### src/rtl/pmbm_pkg.sv
package pmbm_pkg;
    localparam int REG_W    = 32;
    localparam int SADDR_W  = 8;
    localparam int OFF_W    = 12;
    localparam int BIT_GO   = 31;
    localparam int BIT_TMO  = 30;
    localparam int BIT_SERR = 29;
    localparam int BIT_BUSY = 28;
    localparam int BIT_WE   = 20;
    localparam int SADDR_LO = 12;

    localparam logic [1:0] SEL_CMD  = 2'd0;
    localparam logic [1:0] SEL_WDAT = 2'd1;
    localparam logic [1:0] SEL_TMO  = 2'd2;
    localparam logic [1:0] SEL_RDAT = 2'd3;

    typedef enum logic {ST_IDLE, ST_WAIT} seq_state_e;
endpackage

### src/rtl/pmbm_timer.sv
module pmbm_timer #(
    parameter int CNT_W = 16
) (
    input  logic             clk,
    input  logic             rst_n,
    input  logic             load,
    input  logic [CNT_W-1:0] limit,
    input  logic             run,
    output logic             expire
);
    typedef struct packed {
        logic [CNT_W-1:0] lim;
        logic [CNT_W-1:0] cnt;
    } tmr_t;

    tmr_t q, d;
    logic [CNT_W:0] eff;
    logic [CNT_W:0] next_cnt;

    always_comb begin
        eff      = (q.lim == '0) ? {{CNT_W{1'b0}}, 1'b1} : {1'b0, q.lim};
        next_cnt = {1'b0, q.cnt} + 1'b1;
        expire   = run && (next_cnt >= eff);
        d = q;
        if (load) begin
            d.lim = limit;
            d.cnt = '0;
        end else if (run && !expire) begin
            d.cnt = next_cnt[CNT_W-1:0];
        end
    end

    always_ff @(posedge clk or negedge rst_n) begin
        if (!rst_n) q <= '0;
        else        q <= d;
    end

    // the wait counter never reaches the budget while a request is open
    p_count_in_budget_r6: assert property (@(posedge clk) disable iff (!rst_n)
        run |-> ({1'b0, q.cnt} < eff));
endmodule

### src/rtl/pmbm_seq.sv
module pmbm_seq
    import pmbm_pkg::*;
(
    input  logic               clk,
    input  logic               rst_n,
    input  logic               launch,
    input  logic               launch_we,
    input  logic [SADDR_W-1:0] launch_addr,
    input  logic [OFF_W-1:0]   launch_off,
    input  logic [REG_W-1:0]   launch_wdata,
    input  logic               expire,
    input  logic               slv_ack,
    input  logic               slv_err,
    input  logic [REG_W-1:0]   slv_rdata,
    output logic               busy,
    output logic               slv_req,
    output logic               slv_we,
    output logic [SADDR_W-1:0] slv_addr,
    output logic [OFF_W-1:0]   slv_off,
    output logic [REG_W-1:0]   slv_wdata,
    output logic               fin_ok,
    output logic               fin_err,
    output logic               fin_tmo,
    output logic               rd_load,
    output logic [REG_W-1:0]   rd_data
);
    typedef struct packed {
        seq_state_e         st;
        logic               we;
        logic [SADDR_W-1:0] addr;
        logic [OFF_W-1:0]   off;
        logic [REG_W-1:0]   wdata;
    } seq_t;

    seq_t q, d;

    always_comb begin
        busy      = (q.st == ST_WAIT);
        slv_req   = busy;
        slv_we    = q.we;
        slv_addr  = q.addr;
        slv_off   = q.off;
        slv_wdata = q.wdata;
        fin_ok    = busy && slv_ack && !slv_err;
        fin_err   = busy && slv_ack && slv_err;
        fin_tmo   = busy && !slv_ack && expire;
        rd_load   = fin_ok && !q.we;
        rd_data   = slv_rdata;
        d = q;
        case (q.st)
            ST_IDLE: if (launch) begin
                d.st    = ST_WAIT;
                d.we    = launch_we;
                d.addr  = launch_addr;
                d.off   = launch_off;
                d.wdata = launch_wdata;
            end
            ST_WAIT: if (slv_ack || expire) d.st = ST_IDLE;
            default: d.st = ST_IDLE;
        endcase
    end

    always_ff @(posedge clk or negedge rst_n) begin
        if (!rst_n) q <= '{st: ST_IDLE, default: '0};
        else        q <= d;
    end

    // an unanswered, unexpired request holds all its fields
    p_hold_request_r7: assert property (@(posedge clk) disable iff (!rst_n)
        (slv_req && !slv_ack && !expire) |=> (slv_req && $stable(slv_addr) &&
        $stable(slv_off) && $stable(slv_we) && $stable(slv_wdata)));

    // acknowledge closes the request on the next cycle
    p_ack_closes_r3: assert property (@(posedge clk) disable iff (!rst_n)
        (slv_req && slv_ack) |=> !slv_req);
endmodule

### src/rtl/pmbm_master.sv
module pmbm_master
    import pmbm_pkg::*;
#(
    parameter int TMO_W = 16
) (
    input  logic               clk,
    input  logic               rst_n,
    input  logic               host_wr,
    input  logic [3:0]         host_addr,
    input  logic [REG_W-1:0]   host_wdata,
    output logic [REG_W-1:0]   host_rdata,
    output logic               slv_req,
    output logic               slv_we,
    output logic [SADDR_W-1:0] slv_addr,
    output logic [OFF_W-1:0]   slv_off,
    output logic [REG_W-1:0]   slv_wdata,
    input  logic [REG_W-1:0]   slv_rdata,
    input  logic               slv_ack,
    input  logic               slv_err
);
    localparam int RSV_W = BIT_BUSY - BIT_WE - 1;

    typedef struct packed {
        logic               we;
        logic [SADDR_W-1:0] addr;
        logic [OFF_W-1:0]   off;
        logic               tmo_flag;
        logic               serr_flag;
        logic [REG_W-1:0]   wdata;
        logic [TMO_W-1:0]   tmo;
        logic [REG_W-1:0]   rdata;
    } regs_t;

    regs_t q, d;
    logic [1:0] sel;
    logic cmd_wr, accept, launch, busy, expire;
    logic fin_ok, fin_err, fin_tmo, rd_load;
    logic [REG_W-1:0] rd_data;

    pmbm_seq u_seq (
        .clk(clk), .rst_n(rst_n),
        .launch(launch),
        .launch_we(host_wdata[BIT_WE]),
        .launch_addr(host_wdata[SADDR_LO +: SADDR_W]),
        .launch_off(host_wdata[OFF_W-1:0]),
        .launch_wdata(q.wdata),
        .expire(expire),
        .slv_ack(slv_ack), .slv_err(slv_err), .slv_rdata(slv_rdata),
        .busy(busy),
        .slv_req(slv_req), .slv_we(slv_we), .slv_addr(slv_addr),
        .slv_off(slv_off), .slv_wdata(slv_wdata),
        .fin_ok(fin_ok), .fin_err(fin_err), .fin_tmo(fin_tmo),
        .rd_load(rd_load), .rd_data(rd_data)
    );

    pmbm_timer #(.CNT_W(TMO_W)) u_timer (
        .clk(clk), .rst_n(rst_n),
        .load(launch),
        .limit(q.tmo),
        .run(busy),
        .expire(expire)
    );

    always_comb begin
        sel    = host_addr[3:2];
        cmd_wr = host_wr && (sel == SEL_CMD);
        accept = cmd_wr && !busy;
        launch = accept && host_wdata[BIT_GO];
        d = q;
        if (accept) begin
            d.we   = host_wdata[BIT_WE];
            d.addr = host_wdata[SADDR_LO +: SADDR_W];
            d.off  = host_wdata[OFF_W-1:0];
        end
        if (launch) begin
            d.tmo_flag  = 1'b0;
            d.serr_flag = 1'b0;
        end
        if (host_wr && sel == SEL_WDAT) d.wdata = host_wdata;
        if (host_wr && sel == SEL_TMO)  d.tmo   = host_wdata[TMO_W-1:0];
        if (fin_tmo) d.tmo_flag  = 1'b1;
        if (fin_err) d.serr_flag = 1'b1;
        if (rd_load) d.rdata = rd_data;

        case (sel)
            SEL_CMD:  host_rdata = {busy, q.tmo_flag, q.serr_flag, busy,
                                    {RSV_W{1'b0}}, q.we, q.addr, q.off};
            SEL_WDAT: host_rdata = q.wdata;
            SEL_TMO:  host_rdata = {{(REG_W-TMO_W){1'b0}}, q.tmo};
            default:  host_rdata = q.rdata;
        endcase
    end

    always_ff @(posedge clk or negedge rst_n) begin
        if (!rst_n) q <= '0;
        else        q <= d;
    end

    // a start command issued while idle raises the request next cycle
    p_start_raises_req_r2: assert property (@(posedge clk) disable iff (!rst_n)
        (host_wr && host_addr[3:2] == SEL_CMD && host_wdata[BIT_GO] && !slv_req)
        |=> slv_req);

    // starting a transaction leaves both error flags clear
    p_start_clears_flags_r8: assert property (@(posedge clk) disable iff (!rst_n)
        (host_wr && host_addr[3:2] == SEL_CMD && host_wdata[BIT_GO] && !slv_req)
        |=> (!q.tmo_flag && !q.serr_flag));

    // read data only moves on a clean read acknowledge
    p_rdata_hold_r4: assert property (@(posedge clk) disable iff (!rst_n)
        !(slv_req && slv_ack && !slv_err && !slv_we) |=> $stable(q.rdata));

    // a transaction ends one way only
    p_one_outcome_r5: assert property (@(posedge clk) disable iff (!rst_n)
        !(q.tmo_flag && q.serr_flag));
endmodule

### config.mk
export PLATFORM = sky130hd
export DESIGN_NAME = pmbm_master
export DESIGN_NICKNAME = d
export VERILOG_FILES = /design/src/rtl/pmbm_pkg.sv /design/src/rtl/pmbm_timer.sv /design/src/rtl/pmbm_seq.sv /design/src/rtl/pmbm_master.sv
export SDC_FILE = /design/constraint.sdc
export NUM_CORES = 1
export LEC_CHECK = 0
export ABC_AREA = 0
export BUFFER_PORTS_ARGS = -buffer_cell sky130_fd_sc_hd__buf_2
export CAP_MARGIN = 20
export CORE_ASPECT_RATIO = 2
export CORE_UTILIZATION = 60
export CTS_BUF_LIST = sky130_fd_sc_hd__clkbuf_4
export DETAILED_ROUTE_END_ITERATION = 7
export PLACE_DENSITY = 0.87
export SLEW_MARGIN = 5
export SYNTH_ARGS = -nofsm -noshare
export SYNTH_HDL_FRONTEND = slang
export SYNTH_SLANG_ARGS = --single-unit
### constraint.sdc
create_clock -name clk -period 9.95 [get_ports clk]
set_clock_uncertainty 0.15 [all_clocks]
set_input_delay 0.4975 -clock clk [delete_from_list [all_inputs] [get_ports clk]]
set_output_delay 0.4975 -clock clk [all_outputs]
set_load 0.1 [all_outputs]
==> out/qor.yml <==
run_status:
  status: "finished, final reports clean"
global_route:
  antenna_found_initial: 1
  grt_overflow: 0
  grt_pass1_wl_microns: 31700
  grt_pass1_vias: 6305
  grt_use_total_pct: 28.6
  grt_max_degree: 123
drt:
  drtAntennaViolNets: 0
  route.detailed.drc: 0
  wl_per_cell_microns: 20.3
  vias: 5852
  drt_wl_total_microns: 20500
  drt-initial-drc-count: 309
  vias_per_cell: 5.81
  dr.pass1.iters: 5
worst_setup_path:
  criticalPathCategory: "register to register"
  crit_end: "u_timer.q[3]$_DFFE_PN0P_"
  r2r_start: "u_timer.q[2]$_DFFE_PN0P_"
  r2r-end: "u_timer.q[3]$_DFFE_PN0P_"
  endpoint_kind: "register"
  cp.depth: 11
  cp_top_family: "simple AND/OR/NAND/NOR gates"
  path_cells: "nand4_2 -> nor3_2 -> a31oi_1 -> or2_2 -> ha_1 -> nand3_1 -> nor3_1 -> a221oi_1 -> and4_4 -> nand2_1 -> a31o_2"
  crit_slowest_cell: "nor3_2"
  crit_path_max_incr_delay_ns: 0.54
  critPathLaunch: "u_timer.q[2]$_DFFE_PN0P_"
  arrival_ns: 4.34
  critPathRequiredTime_ns: 10.27
  rr_worst_depth: 11
  cp-start-kind: "register"
  reg2reg_slack_ns: 5.93
  worstPathMaxFanout: 15
  path_buf_inv: 0
floorplan:
  dieArea_sq_um: 14700
  start_util_pct: 61.3
  rows: 61
  dieHeight_microns: 171
  fp.dieW_microns: 86.3
  io_pins: 159
  core_area_sq_um: 13900
finish:
  area_growth_pct: 19.9
  nets: 894
  final_cells: 1007
  drive_gt1_share_pct: 48.5
timing:
  relSlewSlack_pct: 27.6
  timing.final.crit_share_pct: 40.4
  min_period_ns: 4.02
  setup_violations: 0
  worst_slew_pin_slew_ns: 1.08
  rsz0062_at_grt: "false"
  setup_slack_ns: 5.93
  setup_tns_ns: 0
  finalHoldViolCount: 0
  final_max_slew_viol_count: 0
  max_clock_freq_mhz: 249
power:
  ir_worst_vdd_mv: 0.231
  p_total_mw: 2.85
  p_leak_nw: 4.90
  power.density_nw_per_um2: 279
clock_tree:
  clk_pin_slew_ns: 0.16
  ctsLongestPathBuffers: 2
  htreeDepth: 4
  cts_resized: 0
  cts_root_buf: "clkbuf_4"
  cts_tree: "done"
  clk_latency_ns: 0.58
  cts.sinks: 189
  ctsHoldBuffers: 38
  cts_made_buffers: 17
  postCtsSetupRepairBufs: 0
synthesis:
  synth_top_area_cell: "dfrtp_1"
  syn_area_sq_um: 8520
  syn_inst: 607
  synthDistinctLibCells: 45
  synthTopCellsByCount: "dfrtp_1, mux2_2, inv_1"
  synth-async-reset-ratio_pct: 100
  ys_warn_count: 0
  ys_seq_elements: 189
  synth_edf_count: 0
  netlist_top_cells_area: "dfrtp_1, mux2_2, mux4_2, ha_1, mux2i_1"
  synth_top_area_share_pct: 55.5
  seq_area_frac_synth_pct: 55.5
  postSynthAreaPerCell_sq_um: 14.0
  yosysMostFrequentCell: "dfrtp_1"
  syn-num-nets: 697
  synth_ff_type: "dfrtp_1"
placed_design:
  gp_congestion: 0.857
  dp_hpwl_microns: 13100
  dp_slack_ns: 6.03
  dp_cells: 926
  port_buffers: 156
min_path:
  hold_path_class: "input port to register"
job:
  max_cap_viol_count: 0
state kept, by name, summed over array words and instances (netlist names):
register / count
u_seq.slv_wdata: 32
u_seq.slv_addr: 8
u_timer.q: 32
u_seq.busy: 1
u_seq.slv_off: 12
u_seq.slv_we: 1
q: 103
through the flow:
stage	util [%]	hold WS, ns	instance area [sq um]
after floorplan	-	0.0519	8520
after global placement	68.1	0.316	9460
after detailed placement	68.1	0.328	9460
after CTS	72.7	0.000618	10100
after global routing	73.5	0.000646	10200
final	73.5	0.0359	10200
metal layers:
metal	track usage, %	wire length (microns)
met1	33.1	7360
met2	51.5	11700
met3	4.97	845
met4	12.2	582
met5	0	0
cells by family after synthesis:
| family | share of synthesized area (%) |
|---|---|
| AOI/OAI and AO/OA | 3.85 |
| xor gates and xnor gates | 1.03 |
| adders and majority gates | 2.50 |
| buffers and inverters | 2.70 |
| DFF | 55.5 |
| muxes | 28.6 |
| and+or+nand+nor | 5.84 |
report_power, final:
group	total [mW]	internal, mW	switching, mW	leakage [nW]
registers	1.13	0.982	0.149	2.31
clock network	0.393	0.108	0.284	0.139
logic	1.32	0.332	0.993	2.45
how the worst min path moves through the flow:
stage	start	slack (ns)	end	cells past startpoint
final	host_wdata[17]	0.04	q[65]$_DFFE_PN0P_	2
after global routing	host_wdata[17]	0.0006	u_seq.slv_addr[5]$_DFFE_PN0P_	2
after CTS	host_wdata[19]	0.0006	q[101]$_DFFE_PN0P_	2
after detailed placement	q[2]$_DFFE_PN0P_	0.33	q[2]$_DFFE_PN0P_	1
after global placement	q[2]$_DFFE_PN0P_	0.32	q[2]$_DFFE_PN0P_	1
after floorplan	rst_n	0.05	q[0]$_DFFE_PN0P_	0
final cells by class:
cell class,count,area (sq um)
antenna,1,2.50
timing repair buffer,210,1330
multi-input combinational,364,3580
clock inverter,15,129
sequential,189,4730
tap,189,236
clock buffer,17,128
fill,911,3680
inverter,22,82.6
placed cells by master, fill, tap and decap left out, types with 7 or more instances in the layout:
cell           count
a21oi_1            8
o21ai_0           16
mux2i_1           16
buf_2            155
mux4_2            16
dlygate4sd3_1     46
clkbuf_4          17
nor2b_1            7
dfrtp_1          189
mux2_2           169
inv_1             22
ha_1              17
nand2_1           20
nand3_1           13
and3_1            13
nor2_1             8
Power figures use the tool's default switching activity.
